==> src/rtl/irq_pkg.sv <==
package irq_pkg;

    localparam int NSRC      = 3;
    localparam int REG_W     = 8;
    localparam int VEC_W     = 8;
    localparam int VEC_BASE  = 4;
    localparam int VEC_STEP  = 4;
    localparam int IDX_W     = $clog2(NSRC);

    // Control byte: bit7 unused, 6:4 flags, 3:1 enables, 0 master enable.
    // Index 0 = USB, 1 = timer 0, 2 = timer 1 (also the priority order).
    typedef struct packed {
        logic            unused;
        logic [NSRC-1:0] flag;
        logic [NSRC-1:0] en;
        logic            gie;
    } ctrl_t;

    typedef enum logic [IDX_W-1:0] {
        SRC_USB  = 2'd0,
        SRC_TMR0 = 2'd1,
        SRC_TMR1 = 2'd2
    } src_e;

    function automatic logic [VEC_W-1:0] vec_of(input logic [IDX_W-1:0] idx);
        logic [VEC_W-1:0] v;
        v = VEC_W'(VEC_BASE) + VEC_W'(VEC_STEP) * VEC_W'(idx);
        return v;
    endfunction

    function automatic ctrl_t sanitize(input logic [REG_W-1:0] raw);
        ctrl_t c;
        c        = ctrl_t'(raw);
        c.unused = 1'b0;
        return c;
    endfunction

endpackage

==> src/rtl/irq_ctrl_reg.sv <==
module irq_ctrl_reg
    import irq_pkg::*;
(
    input  logic                clk,
    input  logic                rst,
    input  logic                wr_en,
    input  logic [REG_W-1:0]    wr_data,
    input  logic [NSRC-1:0]     hw_set,
    input  logic                ack,
    input  logic [NSRC-1:0]     ack_grant,
    output ctrl_t               q
);

    ctrl_t nxt;

    always_comb begin
        nxt = q;
        if (wr_en)
            nxt = sanitize(wr_data);
        if (ack) begin
            nxt.gie  = 1'b0;
            nxt.flag = nxt.flag & ~ack_grant;
        end
        // hardware set applied last so it always survives
        nxt.flag = nxt.flag | hw_set;
    end

    always_ff @(posedge clk) begin
        if (rst)
            q <= '0;
        else
            q <= nxt;
    end

    generate
        for (genvar i = 0; i < NSRC; i++) begin : g_set_chk
            AST_SET_STICKS: assert property (@(posedge clk) disable iff (rst)
                hw_set[i] |=> q.flag[i]);
        end
    endgenerate

    AST_ACK_DROPS_GIE: assert property (@(posedge clk) disable iff (rst)
        (ack && !wr_en) |=> !q.gie);

    AST_ACK_KEEPS_EN: assert property (@(posedge clk) disable iff (rst)
        (ack && !wr_en) |=> $stable(q.en));

endmodule

==> src/rtl/irq_arbiter.sv <==
module irq_arbiter
    import irq_pkg::*;
(
    input  logic                clk,
    input  logic                rst,
    input  ctrl_t               ctrl,
    input  logic                stack_full,
    output logic                take,
    output logic [NSRC-1:0]     grant,
    output logic [VEC_W-1:0]    vector
);

    logic [NSRC-1:0]  ready;
    logic [IDX_W-1:0] win_idx;
    logic             any_ready;

    assign ready = ctrl.flag & ctrl.en;

    always_comb begin
        win_idx   = '0;
        any_ready = 1'b0;
        for (int i = NSRC - 1; i >= 0; i--) begin
            if (ready[i]) begin
                win_idx   = IDX_W'(i);
                any_ready = 1'b1;
            end
        end
    end

    assign take = any_ready & ctrl.gie & ~stack_full;

    always_comb begin
        grant = '0;
        if (take)
            grant[win_idx] = 1'b1;
    end

    assign vector = take ? vec_of(win_idx) : '0;

    AST_GRANT_ONEHOT: assert property (@(posedge clk) disable iff (rst)
        $onehot0(grant));

    AST_NO_TAKE_FULL: assert property (@(posedge clk) disable iff (rst)
        stack_full |-> !take);

    AST_VEC_IDLE: assert property (@(posedge clk) disable iff (rst)
        !take |-> (vector == '0));

    AST_USB_FIRST: assert property (@(posedge clk) disable iff (rst)
        (take && ready[SRC_USB]) |-> grant[SRC_USB]);

endmodule

==> src/rtl/irq_vic.sv <==
module irq_vic
    import irq_pkg::*;
(
    input  logic        clk,
    input  logic        rst,
    input  logic        reg_wr_en,
    input  logic [7:0]  reg_wr_data,
    output logic [7:0]  reg_rd_data,
    input  logic        usb_evt,
    input  logic        tmr0_ovf,
    input  logic        tmr1_ovf,
    input  logic        stack_full,
    output logic        irq_take,
    output logic [7:0]  irq_vector,
    output logic        irq_wake
);

    ctrl_t           ctrl;
    logic [NSRC-1:0] req;
    logic [NSRC-1:0] grant;

    assign req[SRC_USB]  = usb_evt;
    assign req[SRC_TMR0] = tmr0_ovf;
    assign req[SRC_TMR1] = tmr1_ovf;

    irq_ctrl_reg u_reg (
        .clk       (clk),
        .rst       (rst),
        .wr_en     (reg_wr_en),
        .wr_data   (reg_wr_data),
        .hw_set    (req),
        .ack       (irq_take),
        .ack_grant (grant),
        .q         (ctrl)
    );

    irq_arbiter u_arb (
        .clk        (clk),
        .rst        (rst),
        .ctrl       (ctrl),
        .stack_full (stack_full),
        .take       (irq_take),
        .grant      (grant),
        .vector     (irq_vector)
    );

    assign reg_rd_data = ctrl;
    assign irq_wake    = |ctrl.flag;

    AST_TAKE_ONE_SHOT: assert property (@(posedge clk) disable iff (rst)
        (irq_take && !reg_wr_en) |=> !irq_take);

    AST_WAKE_ON_REQ: assert property (@(posedge clk) disable iff (rst)
        (|req) |=> irq_wake);

    AST_BIT7_ZERO: assert property (@(posedge clk) disable iff (rst)
        reg_wr_en |=> (reg_rd_data[7] == 1'b0));

endmodule

==> config.mk <==
export PLATFORM = sky130hd
export DESIGN_NAME = irq_vic
export DESIGN_NICKNAME = d
export VERILOG_FILES = /design/src/rtl/irq_pkg.sv /design/src/rtl/irq_ctrl_reg.sv /design/src/rtl/irq_arbiter.sv /design/src/rtl/irq_vic.sv
export SDC_FILE = /design/constraint.sdc
export NUM_CORES = 1
export LEC_CHECK = 0
export ABC_AREA = 1
export CORE_AREA = 2 2 39 41
export CTS_CLUSTER_SIZE = 25
export DETAILED_ROUTE_END_ITERATION = 10
export DIE_AREA = 0 0 41 43
export DONT_BUFFER_PORTS = 1
export PLACE_DENSITY = 0.53
export SYNTH_ARGS = -nofsm -noshare
export SYNTH_HDL_FRONTEND = slang
export SYNTH_SLANG_ARGS = --single-unit
export TNS_END_PERCENT = 20
==> constraint.sdc <==
create_clock -name clk -period 0.9 [get_ports clk]
set_input_delay 0.09 -clock clk [delete_from_list [all_inputs] [get_ports clk]]
set_output_delay 0.09 -clock clk [all_outputs]
set_load 0.02 [all_outputs]
==> summary.md <==
| Metric | Value |
|---|---|
| Status | finished with violations |
| Failing checks | negative setup slack |
| Max reg flops | 7 |
| Crit share post-route | 1.525 |
| WHS | 0.02317 ns |
| Number of synthesized flops with an enable pin | 0 |
| CP Cell Sequence | nand2_4 > nand4_1 > buf_4 > ha_4 > nor2_4 |
| PwrDens | 1081 nW/um2 |
| Synth Register Bits | 7 |
| GPL Wtd Cong | 0.6903 |
| Antenna diodes | 0 |
| Largest Register | u_reg.q |
| Clock skew | 0.007548 ns |
| CTS tree | yes |
| Worst setup EP type | primary output |
| Layout cells sized above 1 | 0.5258 |
| Max VDD drop | 773.2 uV |
| Fmax | 728.8 MHz |
| Number of global-route vias before repair | 446 |
| I/O Buffers | 0 |
| Cell Area, Placed | 644.4 um2 |
| Cell count after synthesis | 71 |
| Slowest Stage Delay on Critical Path | 0.35 ns |
| Hold Violations, Final | 0 |
| Mean Syn Cell Area | 7.102 um2 |
| CTS root buf | clkbuf_4 |
| Std cell rows | 14 |
| # H-tree levels | 1 |
| CTS buffer count | 3 |
| Worst-path fanout max | 3 |
| GRT Residual Overflow | 0 |
| Num Clock Sinks | 7 |
| Final Net Count | 117 |
| Io pins | 33 |
| CP Class | reg2out |
| Clock latency at the later pin of the worst-skew pair | 0.25 ns |
| Number of max-cap violations | 0 |
| Post-synth top cells | nand2_1, inv_1, dfxtp_1 |
| Final instance area | 848.3 um2 |
| WP data required | 0.81 ns |
| Total Routing Usage GR | 0.1610 |
| Most frequent cell after synthesis | nand2_1 |
| Die Wd | 41 um |
| Synth-to-layout area growth | 68.24% |
| Critical path startpoint category | register |
| Vias per cell | 4.363 |
| Number of routed nets with antenna violations | 0 |
| Die area | 1763 um2 |
| PnR worst setup slack | -0.4721 ns |
| Worst hold-check path type | in2reg |
| Unrepaired setup endpoints after global routing | yes |
| Non-Filler Instances | 113 |
| Synth Flop Type | dfxtp_1 |
| Seq/Total Area, Yosys | 0.2779 |
| Synth area leader | dfxtp_1 |
| 1st-iter DRT viols | 3 |
| # placed instances | 98 |
| Clock buffer depth | 2 |
| Drt drc | 0 |
| Synth top area cells | dfxtp_1, ha_1, nand2_1 |
| DR WL/cell | 9.681 um |
| Data arrival, critical path | 1.28 ns |
| Minimum setup slack among reg-to-reg paths | -0.41 ns |
| Dpl ws | -0.2790 ns |
| Max Slew Vio Count | 0 |
| Initial core utilization | 0.3644 |
| HPWL Detailed | 848.8 um |
| Via count | 493 |
| Share of Yosys cell area claimed by the top area cell type | 0.2779 |
| Post-synth ARST share | 0 |
| Yosys warning count | 0 |
| Die Y | 43 um |
| First-pass GRT wire length | 1904 um |
| Mapped cell area | 504.2 um2 |
| CP max stage cell | dfxtp_4 |
| Largest net degree at the start of global routing | 9 |
| Final min period | 1.372 ns |
| CORE AREA | 1384 um2 |
| CTS clk-pin slew, worst paths | 0.05 ns |
| Largest registers | u_reg.q: 7 flops |
| Post-Route WL | 1094 um |
| Final setup viols | 10 |
| Pre-antenna DRT Iters | 2 |
| Post-synthesis cell type count | 18 |
| Leak | 0.4058 nW |
| Initial antenna violation count | 0 |
==> layer usage <==
layer	track usage	wire, um
met5	0	0
met4	0.06000	0
met3	0.06283	62
met2	0.2313	545
met1	0.2104	485
==> kinds of logic after synthesis <==
group	synth area share
AO/OA/AOI/OAI	0.1067
adder cells (fa/ha/maj)	0.09926
other	0.007437
AND/OR/NAND/NOR	0.3003
buffers and inverters	0.2084
flip-flops	0.2779
==> layout by cell type (no fill, tap or decap), drive strengths merged <==
| master | count |
|---|---|
| a21oi | 6 |
| buf | 16 |
| clkbuf | 4 |
| conb | 6 |
| dfxtp | 7 |
| dlygate4sd3 | 8 |
| ha | 4 |
| inv | 13 |
| nand2 | 18 |
| nand3 | 5 |
| nand4 | 1 |
| nor2 | 4 |
| nor3 | 1 |
| o21ai | 4 |
==> power by group <==
| part | switching, W | internal [W] | total [W] |
|---|---|---|---|
| clock | 0.000110 | 0.000169 | 0.000279 |
| sequential | 0.0000188 | 0.000329 | 0.000348 |
| combinational | 0.000161 | 0.000128 | 0.000289 |
| total | 0.000290 | 0.000627 | 0.000917 |
==> per-stage QoR <==
stage | total power, W | setup TNS (ns) | utilization
final | 0.0009169 | -2.582 | 0.6130
after global routing | 0.001000 | -3.378 | 0.6130
after CTS | 0.0009237 | -2.702 | 0.6004
after detailed placement | 0.0005642 | -1.698 | 0.4656
after global placement | 0.0005626 | -1.630 | 0.4656
after floorplan | 0.0005245 | -1.586 | -
==> cell type report <==
| cell class | instances | area (um2) |
|---|---|---|
| Inverter | 13 | 58.81 |
| Tap cell | 16 | 20.02 |
| Sequential cell | 7 | 157.7 |
| Fill cell | 127 | 535.5 |
| Timing Repair Buffer | 24 | 219.0 |
| Clock buffer | 4 | 26.28 |
| Multi-Input combinational cell | 49 | 366.6 |
==> path summary, 6_finish.rpt <==
path / end / depth (start not counted) / from
worst max-delay path: irq_vector[3] / 5 / u_reg.q[4]
worst min-delay path: u_reg.q[1] / 3 / reg_wr_en
worst max register to register: u_reg.q[4] / 8 / u_reg.q[4]
worst min register to register: u_reg.q[3] / 3 / u_reg.q[3]
==> critical path: cells and delay by family (launching register included) <==
| family | cells | cell delay (ns) |
|---|---|---|
| fa+ha+maj | 1 | 0.21 |
| buf+inv | 1 | 0.16 |
| flops | 1 | 0.35 |
| simple gates | 3 | 0.32 |
==> repair_timing <==
item | CTS | global route
buffers inserted | 3 | 0
pin swaps | 2 | 3
resized for setup | 15 | 6
gates cloned | 0 | 0
hold buffers | 8 | 0
hold endpoints to repair | 7 | 0
setup endpoints to repair | 11 | 11
No activity file was read; power rests on OpenSTA's default activity.
